--- src/rtl/line_watch_pkg.sv ---
package line_watch_pkg;

    typedef enum logic [1:0] {
        WAKE_NONE  = 2'd0,
        WAKE_STORE = 2'd1,
        WAKE_IRQ   = 2'd2
    } wake_cause_e;

endpackage

--- src/rtl/line_watch_match.sv ---
module line_watch_match #(
    parameter int ADDR_W      = 48,
    parameter int LINE_BYTES  = 64,
    parameter int SNOOP_PORTS = 2,
    localparam int OFF_W      = $clog2(LINE_BYTES),
    localparam int TAG_W      = ADDR_W - OFF_W
) (
    input  logic                          armed,
    input  logic [TAG_W-1:0]              watch_tag,
    input  logic [SNOOP_PORTS-1:0]        snoop_valid,
    input  logic [SNOOP_PORTS*ADDR_W-1:0] snoop_addr,
    output logic                          hit
);

    logic [SNOOP_PORTS-1:0] lane_hit;

    for (genvar p = 0; p < SNOOP_PORTS; p++) begin : g_lane
        logic [ADDR_W-1:0] lane_addr;
        logic [OFF_W-1:0]  lane_ofs_unused;
        assign lane_addr       = snoop_addr[p*ADDR_W +: ADDR_W];
        assign lane_ofs_unused = lane_addr[OFF_W-1:0];
        assign lane_hit[p]     = snoop_valid[p] && (lane_addr[ADDR_W-1:OFF_W] == watch_tag);
    end

    assign hit = armed && (|lane_hit);

endmodule

--- src/rtl/line_watch_ctrl.sv ---
module line_watch_ctrl
    import line_watch_pkg::*;
#(
    parameter int TAG_W = 42
) (
    input  logic             clk,
    input  logic             rst_n,
    input  logic             arm_valid,
    input  logic [TAG_W-1:0] arm_tag,
    input  logic             wait_valid,
    input  logic             irq,
    input  logic             hit,
    output logic             armed,
    output logic [TAG_W-1:0] watch_tag,
    output logic             sleep,
    output logic             wake,
    output wake_cause_e      cause
);

    typedef struct packed {
        logic             armed;
        logic [TAG_W-1:0] tag;
        logic             pend;
        logic             sleep;
        logic             wake;
        wake_cause_e      cause;
    } ctrl_state_t;

    ctrl_state_t st_d, st_q;

    always_comb begin
        logic             pend_now;
        logic             armed_v;
        logic [TAG_W-1:0] tag_v;
        logic             pend_v;
        logic             finish;
        wake_cause_e      why;

        st_d       = st_q;
        st_d.wake  = 1'b0;
        st_d.cause = WAKE_NONE;
        pend_now   = st_q.pend || hit;
        finish     = 1'b0;
        why        = WAKE_NONE;
        armed_v    = st_q.armed;
        tag_v      = st_q.tag;
        pend_v     = pend_now;

        if (st_q.sleep) begin
            // Commands are ignored while asleep; only events end the state.
            if (pend_now) begin
                finish = 1'b1;
                why    = WAKE_STORE;
            end else if (irq) begin
                finish = 1'b1;
                why    = WAKE_IRQ;
            end else begin
                st_d.pend = pend_now;
            end
        end else begin
            // A monitor command acts before a wait in the same cycle.
            if (arm_valid) begin
                armed_v = 1'b1;
                tag_v   = arm_tag;
                pend_v  = 1'b0;
            end
            st_d.armed = armed_v;
            st_d.tag   = tag_v;
            st_d.pend  = pend_v;
            if (wait_valid) begin
                if (!armed_v) begin
                    finish = 1'b1;
                    why    = WAKE_NONE;
                end else if (pend_v) begin
                    finish = 1'b1;
                    why    = WAKE_STORE;
                end else if (irq) begin
                    finish = 1'b1;
                    why    = WAKE_IRQ;
                end else begin
                    st_d.sleep = 1'b1;
                end
            end
        end

        if (finish) begin
            st_d.sleep = 1'b0;
            st_d.wake  = 1'b1;
            st_d.cause = why;
            st_d.armed = 1'b0;
            st_d.pend  = 1'b0;
        end
    end

    always_ff @(posedge clk or negedge rst_n) begin
        if (!rst_n) begin
            st_q <= '0;
        end else begin
            st_q <= st_d;
        end
    end

    assign armed     = st_q.armed;
    assign watch_tag = st_q.tag;
    assign sleep     = st_q.sleep;
    assign wake      = st_q.wake;
    assign cause     = st_q.cause;

endmodule

--- src/rtl/line_watch_idle.sv ---
module line_watch_idle
    import line_watch_pkg::*;
#(
    parameter int ADDR_W      = 48,
    parameter int LINE_BYTES  = 64,
    parameter int SNOOP_PORTS = 2
) (
    input  logic                          clk,
    input  logic                          rst_n,
    input  logic                          arm_valid,
    input  logic [ADDR_W-1:0]             arm_addr,
    input  logic                          wait_valid,
    input  logic [SNOOP_PORTS-1:0]        snoop_valid,
    input  logic [SNOOP_PORTS*ADDR_W-1:0] snoop_addr,
    input  logic                          irq,
    output logic                          sleep_o,
    output logic                          wake_o,
    output logic [1:0]                    wake_cause_o
);

    localparam int OFF_W = $clog2(LINE_BYTES);
    localparam int TAG_W = ADDR_W - OFF_W;

    logic             armed_w;
    logic [TAG_W-1:0] tag_w;
    logic             hit_w;
    wake_cause_e      cause_w;
    logic [OFF_W-1:0] arm_ofs_unused;

    assign arm_ofs_unused = arm_addr[OFF_W-1:0];

    line_watch_match #(
        .ADDR_W      (ADDR_W),
        .LINE_BYTES  (LINE_BYTES),
        .SNOOP_PORTS (SNOOP_PORTS)
    ) i_match (
        .armed       (armed_w),
        .watch_tag   (tag_w),
        .snoop_valid (snoop_valid),
        .snoop_addr  (snoop_addr),
        .hit         (hit_w)
    );

    line_watch_ctrl #(
        .TAG_W (TAG_W)
    ) i_ctrl (
        .clk        (clk),
        .rst_n      (rst_n),
        .arm_valid  (arm_valid),
        .arm_tag    (arm_addr[ADDR_W-1:OFF_W]),
        .wait_valid (wait_valid),
        .irq        (irq),
        .hit        (hit_w),
        .armed      (armed_w),
        .watch_tag  (tag_w),
        .sleep      (sleep_o),
        .wake       (wake_o),
        .cause      (cause_w)
    );

    assign wake_cause_o = cause_w;

endmodule

--- config.mk ---
export PLATFORM = sky130hd
export DESIGN_NAME = line_watch_idle
export DESIGN_NICKNAME = d
export VERILOG_FILES = /design/src/rtl/line_watch_pkg.sv /design/src/rtl/line_watch_match.sv /design/src/rtl/line_watch_ctrl.sv /design/src/rtl/line_watch_idle.sv
export SDC_FILE = /design/constraint.sdc
export NUM_CORES = 1
export LEC_CHECK = 0
export BUFFER_PORTS_ARGS = -buffer_cell sky130_fd_sc_hd__buf_2
export CORE_AREA = 10 10 95 97
export DETAILED_ROUTE_END_ITERATION = 6
export DIE_AREA = 0 0 105 107
export GPL_TIMING_DRIVEN = 0
export PLACE_DENSITY = 0.84
export SYNTH_ARGS = -nofsm -noshare
export SYNTH_HDL_FRONTEND = slang
export SYNTH_SLANG_ARGS = --single-unit
--- constraint.sdc ---
create_clock -name clk -period 1.7 [get_ports clk]
set_input_delay 0.085 -clock clk [delete_from_list [all_inputs] [get_ports clk]]
set_output_delay 0.085 -clock clk [all_outputs]
set_load 0.02 [all_outputs]
==> metrics.cfg, run 1 <==
[final_layout]
fillers = 628
mostFrequentLayoutCells = buf_2, dfrtp_1, xor2_1
drive_gt1_share_pct = 52.4
mostFrequentLayoutCell = buf_2
n_antenna_cell = 0
nets = 560
design_area_mm2 = 0.00401
syn2layout_area_growth_pct = 44.7

[power]
p_switching_uw = 1080
pwr-share-seq_pct = 45.8
leakage_uw = 0.00187
pwr-share-clk_pct = 20.8
p_sw_share_pct = 32.5
p_int_uw = 2250
vdd_drop_max_v = 0.000429
combPwrFrac_pct = 33.4
p_per_area_mw_per_mm2 = 832

[drt]
dr.first_iter.drc_count = 120
ant_nets = 0
drc = 0
drt-vias-per-instance = 4.76
first_pass_iters = 4
routedWlPerCell_um = 18.6
routed_wl_um = 9480
num_vias = 2424

[sta]
timing.final.ws_setup_ns = -0.197
period_needed_ns = 1.90
hold_ws_ns = -0.0154
rsz0062_at_grt = yes
setup_viol = 36
maxSlewViolCount = 0
tightest_slew_ns = 1.12
period_share_pct = 112
fin_setup_tns_ns = -2.10
max-slew-margin-rel_pct = 25.3
skew_ns = 0.0170
hold_viol_final = 10
fmax_ghz = 0.527

[placement]
place.gp.congestion = 0.837
placed_cell_area_mm2 = 0.00358
io_buffer_count = 136
dp.final_hpwl_um = 7350

[clock_network]
cts_tree = done
cts_buffers = 5
insertion_delay_ns = 0.30
htree_levels = 2
cts.sinks = 48
clockBufferDepth = 2
cts_root_buf = clkbuf_8
clk_pin_slew_ns = 0.10

[critical_path]
crit_top_cell = nor4_2
critPathSlowestCell = dfrtp_1
crit_fanout = 3
cp-start-kind = flop
worstPathCellList = xor2_1 > nor4_2 > nand4_1 > nor4_4 > nor2_1 > nor4_2
crit_type = flop to flop
critical_path_required_ns = 1.90
endpoint_kind = flop
crit_arrival_ns = 2.09
slowest_delay_ns = 0.43

[logic_synthesis]
synth_edf_count = 0
synthDistinctLibCells = 25
async_reset_ff_share_pct = 100
avgSynthCellArea_um2 = 11.8
synth.largest_area_cell = dfrtp_1
synth.cell_area_mm2 = 0.00277
netlist_instances = 234
ys.flop_type = dfrtp_1
ys_seq_area_share_pct = 43.3
syn_nets = 385
ys_ff_latch = 48
synthTopCellsByArea = dfrtp_1, mux2_2, xor2_1, xnor2_1, nor4_1
ys_warn_count = 0
synth_top_area_share_pct = 43.3

[global_route]
antenna_found_initial = 1
grt_overflow = 0
grt_pass1_vias = 2800
grt_pass1_wl_um = 14300
grt_max_degree = 49
grt.total_usage_pct = 16.2

[die]
die-height_um = 107
die_x_um = 105
die-area_mm2 = 0.0112
core_mm2 = 0.00714
initial_utilization_pct = 38.8
ios = 155
rows = 31

[status]
status = finished, violations left
violations = hold timing, setup timing

[flow_run]
max-cap-violations = 0

[hold_path]
hold_class = primary input to asynchronous set/reset pin

worst max-delay path: cells and delay by family (launching register included):
kind / cells / cell delay (ns)
flip-flops: 1 / 0.43
XOR/XNOR: 1 / 0.19
AND/OR/NAND/NOR: 5 / 1.17
kinds of logic (layout without fill, tap and decap cells):
group	Yosys count	in the layout	share of synthesized area, %
compound gates	10	10	2.62
mux	42	42	17.1
xor+xnor	83	83	26.2
flops	48	48	43.3
buf+inv	8	184	1.53
simple gates	43	43	9.25
worst paths after layout:
check	from	endpoint	slack (ns)	cells after the start
min reg2reg	i_ctrl.watch_tag[21]$_DFFE_PN0P_	i_ctrl.watch_tag[21]$_DFFE_PN0P_	0.58	1
max in group asynchronous	rst_n	i_ctrl.watch_tag[11]$_DFFE_PN0P_	1.01	1
max	i_ctrl.watch_tag[18]$_DFFE_PN0P_	i_ctrl.st_q[4]$_DFFE_PN0P_	-0.20	6
max reg2reg	i_ctrl.watch_tag[18]$_DFFE_PN0P_	i_ctrl.st_q[4]$_DFFE_PN0P_	-0.20	6
min in group clk	arm_addr[20]	i_ctrl.watch_tag[14]$_DFFE_PN0P_	0.01	2
min	rst_n	i_ctrl.watch_tag[23]$_DFFE_PN0P_	-0.02	1
registers in the layout (all words and copies together) (netlist names):
register          count
i_ctrl.armed          1
i_ctrl.st_q           1
i_ctrl.cause          2
i_ctrl.watch_tag     42
i_ctrl.wake           1
i_ctrl.sleep          1
final cells by class:
cell class,count,area (um2),share of cell area (%)
multi-input combinational,178,1590,39.5
sequential,48,1200,29.9
timing repair buffer,168,971,24.2
tap,99,124,3.09
clock buffer,5,68.8,1.71
buffer,6,35.0,0.873
clock inverter,3,18.8,0.468
inverter,2,7.51,0.187
metal layers:
| layer | share of wire [%] | track usage, % |
|---|---|---|
| met1 | 40 | 17.6 |
| met2 | 51 | 29.7 |
| met3 | 7.2 | 5.57 |
| met4 | 1.3 | 3.73 |
| met5 | 0.14 | 0 |
repair_timing:
action | 4_1_cts | 5_1_grt
buffers inserted | 10 | 2
hold endpoints to repair | 16 | 4
hold buffers | 16 | 4
pin swaps | 10 | 8
endpoints found under the setup margin | 35 | 46
resized for setup | 7 | 2
stage by stage:
stage	instances	total power, uW	worst slack [ns]	utilization (%)
2_1_floorplan	234	2120	0.0954	-
3_3_place_gp	469	2470	-0.294	50.1
3_5_place_dp	469	2520	-0.343	50.1
4_1_cts	503	3330	-0.160	55.3
5_1_grt	509	3530	-0.332	56.2
6_report	509	3340	-0.197	56.2
cells in the mapped netlist (2+ instances only):
library cell and count:
nand4_1 10, inv_1 2, nor3_1 3, nand3_1 2, xor2_1 45, dfrtp_1 48, mux2_2 42, nor2b_1 2
nand2_1 5, a21oi_1 4, buf_4 2, nor2_1 6, nor4_1 11, xnor2_1 38, buf_2 4
power by group through the flow:
stage | Clock (uW) | Combinational [uW] | Sequential, uW
floorplan | 0 | 597 | 1530
global placement | 0 | 909 | 1560
detailed placement | 0 | 939 | 1580
CTS | 711 | 1090 | 1530
global route | 761 | 1210 | 1560
finish | 693 | 1110 | 1530
(Power assumes the default switching activity.)
==> run 2: changes to the inputs <==
--- a/config.mk
+++ b/config.mk
@@ -6,9 +6,11 @@
 export NUM_CORES = 1
 export LEC_CHECK = 0
 export BUFFER_PORTS_ARGS = -buffer_cell sky130_fd_sc_hd__buf_2
-export CORE_AREA = 10 10 95 97
+export CELL_PAD_IN_SITES_DETAIL_PLACEMENT = 0
+export CELL_PAD_IN_SITES_GLOBAL_PLACEMENT = 2
+export CORE_AREA = 10 10 121 123
 export DETAILED_ROUTE_END_ITERATION = 6
-export DIE_AREA = 0 0 105 107
+export DIE_AREA = 0 0 131 133
 export GPL_TIMING_DRIVEN = 0
 export PLACE_DENSITY = 0.84
 export SYNTH_ARGS = -nofsm -noshare
==> metrics.cfg, run 2 (same netlist as run 1, synthesis figures left out) <==
[critical_path]
endpoint_kind = flop
crit_arrival_ns = 2.08
startpoint = i_ctrl.watch_tag[27]$_DFFE_PN0P_
r2r-start = i_ctrl.watch_tag[27]$_DFFE_PN0P_
critical_path_required_ns = 1.90
crit_type = flop to flop
crit_fanout = 3
cp-start-kind = flop

[power]
pwr-share-clk_pct = 29.5
vdd_drop_max_v = 0.000404
pwr-share-seq_pct = 42.5
p_int_uw = 2530
p_sw_share_pct = 30.5
total_power_uw = 3640
combPwrFrac_pct = 27.9
p_switching_uw = 1110
leakage_uw = 0.00177
p_per_area_mw_per_mm2 = 923

[die]
die_x_um = 131
ios = 155
core_mm2 = 0.0124
initial_utilization_pct = 22.4
rows = 41
die-area_mm2 = 0.0174
die-height_um = 133

[clock_network]
htree_levels = 2
cts.sinks = 48
cts_buffers = 5
insertion_delay_ns = 0.30
clk_pin_slew_ns = 0.07
cts_tree = done
clockBufferDepth = 2
cts_root_buf = clkbuf_16

[sta]
hold_viol_final = 0
hold_ws_ns = 0.0127
tightest_slew_ns = 1.16
timing.final.ws_setup_ns = -0.188
period_share_pct = 111
fin_setup_tns_ns = -0.897
max-slew-margin-rel_pct = 22.5
maxSlewViolCount = 0
skew_ns = 0.00180
fmax_ghz = 0.530
rsz0062_at_grt = yes
setup_viol = 6
period_needed_ns = 1.89

[final_layout]
nets = 535
mostFrequentLayoutCell = buf_2
design_area_mm2 = 0.00394
syn2layout_area_growth_pct = 42.1
mostFrequentLayoutCells = buf_2, dfrtp_1, xor2_1
largest_register_ffs = 42
drive_gt1_share_pct = 54.4

[hold_path]
hold_class = primary input to flop
hp-start = arm_valid

[global_route]
grt_overflow = 0
grt_busiest_layer = met2
grt_pass1_vias = 2561
grt_util_met3_pct = 5.19
grtUsageMet1_pct = 12.9
antenna_found_initial = 3
grtUsageMet2_pct = 18.2
grt.total_usage_pct = 11.2
grt_pass1_wl_um = 14500
grt_max_degree = 49

[placement]
placed_cell_area_mm2 = 0.00367
dp.final_hpwl_um = 8110
place.gp.congestion = 0.727
io_buffer_count = 136

[flow_run]
max-cap-violations = 0

[drt]
num_vias = 2230
drc = 0
drt-vias-per-instance = 4.00
dr.first_iter.drc_count = 52
first_pass_iters = 4
ant_nets = 0
routedWlPerCell_um = 17.6
routed_wl_um = 9840

[status]
status = finished, violations left
violations = setup timing

-- run 2: changes by cell type in the layout (fill, tap and decap cells not counted), sizes merged --
cell and delta:
buf -8, dlygate4sd3 -18, clkbuf +3, diode +2, clkinv -3
-- run 2: worst max-delay path, stage by stage (launching register included) --
cell and delay (ns):
dfrtp_1 0.41, xor2_1 0.18, nor4_2 0.30, nand4_1 0.22
nor4_4 0.38, nor2_1 0.12, nor4_2 0.18
-- run 2: per-stage QoR --
stage | instances | utilization [%] | setup WS [ns]
3_5_place_dp | 542 | 29.7 | -0.451
4_1_cts | 552 | 31.3 | -0.254
3_3_place_gp | 542 | 29.7 | -0.428
6_report | 558 | 31.9 | -0.188
2_1_floorplan | 234 | - | 0.0954
5_1_grt | 557 | 31.8 | -0.363
-- run 2: power groups by stage --
stage	registers, uW	clock network [uW]	logic (uW)
after floorplan	1530	0	597
after global placement	1570	0	941
after detailed placement	1580	0	955
after CTS	1560	1140	988
after global routing	1580	1170	1130
final	1550	1070	1020
-- run 2: final timing paths --
path	to	slack (ns)	cells past startpoint
worst max-delay path	i_ctrl.st_q[4]$_DFFE_PN0P_	-0.19	6
worst min-delay path	i_ctrl.st_q[4]$_DFFE_PN0P_	0.01	2
worst max register to register	i_ctrl.st_q[4]$_DFFE_PN0P_	-0.19	6
worst min register to register	i_ctrl.watch_tag[13]$_DFFE_PN0P_	0.57	1
max in group asynchronous	i_ctrl.watch_tag[13]$_DFFE_PN0P_	0.90	1
min in group asynchronous	i_ctrl.watch_tag[3]$_DFFE_PN0P_	0.02	1
-- run 2: final cells by class --
type | count | area [um2]
fillers | 1311 | 8420
multi-input cells | 178 | 1580
flip-flops and latches | 48 | 1200
repair buffers | 143 | 738
well taps | 172 | 215
clock buffers | 7 | 153
plain buffers | 6 | 37.5
inverters | 2 | 7.51
diodes | 2 | 5.00
-- run 2: what timing repair did --
action,4_1_cts,5_1_grt
pin swaps,4,6
endpoints found under the hold margin,2,0
resized for setup,3,8
gates cloned,0,0
hold buffers,2,0
setup buffers,1,4
setup endpoints to repair,46,46
-- run 2: layer usage --
layer | routed length [um] | up-vias | share of wire, %
met5 | 20 | - | 0.20
met3 | 991 | 8 | 10
met2 | 4620 | 86 | 47
met4 | 112 | 2 | 1.1
li1 | - | 1118 | -
met1 | 4100 | 1016 | 42
==> run 3: changes to the inputs <==
--- a/config.mk
+++ b/config.mk
@@ -8,11 +8,11 @@
 export BUFFER_PORTS_ARGS = -buffer_cell sky130_fd_sc_hd__buf_2
 export CELL_PAD_IN_SITES_DETAIL_PLACEMENT = 0
 export CELL_PAD_IN_SITES_GLOBAL_PLACEMENT = 2
-export CORE_AREA = 10 10 121 123
+export CORE_AREA = 10 10 115 117
 export DETAILED_ROUTE_END_ITERATION = 6
-export DIE_AREA = 0 0 131 133
+export DIE_AREA = 0 0 125 127
 export GPL_TIMING_DRIVEN = 0
-export PLACE_DENSITY = 0.84
+export PLACE_DENSITY = 0.88
 export SYNTH_ARGS = -nofsm -noshare
 export SYNTH_HDL_FRONTEND = slang
 export SYNTH_SLANG_ARGS = --single-unit
==> constraint.sdc (replaced) <==
create_clock -name clk -period 1.8 [get_ports clk]
set_input_delay 0.09 -clock clk [delete_from_list [all_inputs] [get_ports clk]]
set_output_delay 0.09 -clock clk [all_outputs]
set_load 0.02 [all_outputs]
==> metrics.cfg, run 3 (same netlist as run 1, synthesis figures left out) <==
[die]
core_mm2 = 0.0111
die-height_um = 127
die_x_um = 125
die-area_mm2 = 0.0159
ios = 155
initial_utilization_pct = 24.9
rows = 39

[sta]
period_share_pct = 105
period_needed_ns = 1.89
maxSlewViolCount = 0
rsz0062_at_grt = yes
max-slew-margin-rel_pct = 21.4
timing.final.ws_setup_ns = -0.0922
tightest_slew_ns = 1.18
skew_ns = 0.00375
fmax_ghz = 0.528
setup_viol = 5
hold_viol_final = 0

[drt]
dr.first_iter.drc_count = 89
ant_nets = 0
num_vias = 2296
drt-vias-per-instance = 4.36
drc = 0
first_pass_iters = 4
routedWlPerCell_um = 18.6
routed_wl_um = 9820

[critical_path]
crit_arrival_ns = 2.07
worstPathCellList = xor2_2 > nor4_2 > nand4_1 > nor4_4 > nor3_2 > o2bb2ai_1
slowest_delay_ns = 0.42
reg2reg_to = i_ctrl.armed$_DFFE_PN0P_
crit_type = flop to flop
r2r-start = i_ctrl.watch_tag[15]$_DFFE_PN0P_
ff2ff_path_depth = 6
critPathSlowestCell = dfrtp_1
endpoint_kind = flop
crit_fanout = 3
critical-path-top-delay-family = simple AND/OR/NAND/NOR gates
path_buf_inv = 0
rrSetupSlack_ns = -0.09
critical_path_required_ns = 1.97
cp-start-kind = flop

[power]
pwr-share-clk_pct = 30.9
leakage_uw = 0.00177
combPwrFrac_pct = 27.5
vdd_drop_max_v = 0.000367
p_per_area_mw_per_mm2 = 897
p_switching_uw = 1060
pwr-share-seq_pct = 41.7
total_power_uw = 3520
p_int_uw = 2460
p_sw_share_pct = 30.1

[global_route]
grt_pass1_vias = 2663
grt_pass1_wl_um = 14900
antenna_found_initial = 1
grt_max_degree = 49
grt.total_usage_pct = 12.0
grt_overflow = 0

[placement]
dp.final_hpwl_um = 7980
io_buffer_count = 136
post-place-ws_ns = -0.316
placed_cell_area_mm2 = 0.00363
place.gp.congestion = 0.789

[final_layout]
drive_gt1_share_pct = 55.9
register_area_mm2 = 0.00120
mostFrequentLayoutCell = buf_2
largest_register_ffs = 42
multi_input_area_mm2 = 0.00161
syn2layout_area_growth_pct = 41.4
mostFrequentLayoutCells = buf_2, dfrtp_1, xor2_1
fillers = 1130
design_area_mm2 = 0.00392
nets = 533

[clock_network]
clk_pin_slew_ns = 0.07
clockBufferDepth = 2
ctsHoldBuffers = 0
cts_tree = done
htree_levels = 2
cts.sinks = 48
insertion_delay_ns = 0.29
cts_root_buf = clkbuf_16
cts_buffers = 5

[status]
violations = setup timing
status = finished, violations left

[hold_path]
hp-start = arm_addr[26]
whs_endpoint = i_ctrl.watch_tag[20]$_DFFE_PN0P_
hold_class = primary input to flop
holdPathStages = 2

[flow_run]
max-cap-violations = 0

run 3: how the worst max path moves through the flow:
stage | start | endpoint | slack, ns | depth (start not counted)
floorplan | i_ctrl.watch_tag[41]$_DFFE_PN0P_ | i_ctrl.cause[1]$_DFF_PN0_ | 0.20 | 6
global placement | i_ctrl.watch_tag[8]$_DFFE_PN0P_ | i_ctrl.cause[1]$_DFF_PN0_ | -0.30 | 6
detailed placement | i_ctrl.watch_tag[8]$_DFFE_PN0P_ | i_ctrl.cause[1]$_DFF_PN0_ | -0.32 | 6
CTS | i_ctrl.watch_tag[7]$_DFFE_PN0P_ | i_ctrl.cause[1]$_DFF_PN0_ | -0.13 | 6
global route | i_ctrl.watch_tag[17]$_DFFE_PN0P_ | i_ctrl.cause[1]$_DFF_PN0_ | -0.21 | 6
finish | i_ctrl.watch_tag[15]$_DFFE_PN0P_ | i_ctrl.armed$_DFFE_PN0P_ | -0.09 | 6
run 3: worst reg2reg max path, delay by kind of cell, from the launching register on:
kind            cells  cell delay [ns]
compound gates      1             0.13
xor+xnor            1             0.17
flops               1             0.42
simple gates        4             1.05
run 3: power by group through the flow:
stage                     Combinational, uW  Sequential, uW  Clock (uW)
final                                   966            1470        1090
after global routing                   1070            1490        1170
after CTS                               925            1470        1120
after detailed placement                898            1490           0
after global placement                  884            1480           0
after floorplan                         564            1440           0
run 3: repair_timing:
item / 4_1_cts / 5_1_grt
cloned: 0 / 0
setup endpoints to repair: 46 / 6
setup buffers: 1 / 4
pin swaps: 5 / 16
gates resized for setup: 4 / 12
endpoints found under the hold margin: 0 / 0
run 3: layout make-up:
class | instances | share of cell area (%)
multi-input cells | 178 | 41.1
clock inverters | 2 | 0.893
diodes | 1 | 0.0638
flip-flops and latches | 48 | 30.7
inverters | 2 | 0.191
plain buffers | 6 | 0.893
well taps | 143 | 4.56
clock buffers | 6 | 3.29
repair buffers | 141 | 18.3
run 3: stage by stage:
step / util [%] / std cells / TNS [ns] / hold WS [ns]
global route: 35.2 / 526 / -1.14 / 0.0111
detailed placement: 32.6 / 513 / -2.57 / 0.315
finish: 35.2 / 527 / -0.383 / 0.0253
global placement: 32.6 / 513 / -2.36 / 0.310
CTS: 34.4 / 522 / -0.693 / 0.00630
floorplan: - / 234 / 0 / -0.206
run 3: metal layers:
metal  routed length (um)  vias up  global-route usage, %
li1                     -     1110                      -
met4                   75        0                   2.30
met1                 4140     1092                   14.0
met3                  845        7                   5.33
met5                    0        -                      0
met2                 4760       87                   20.1
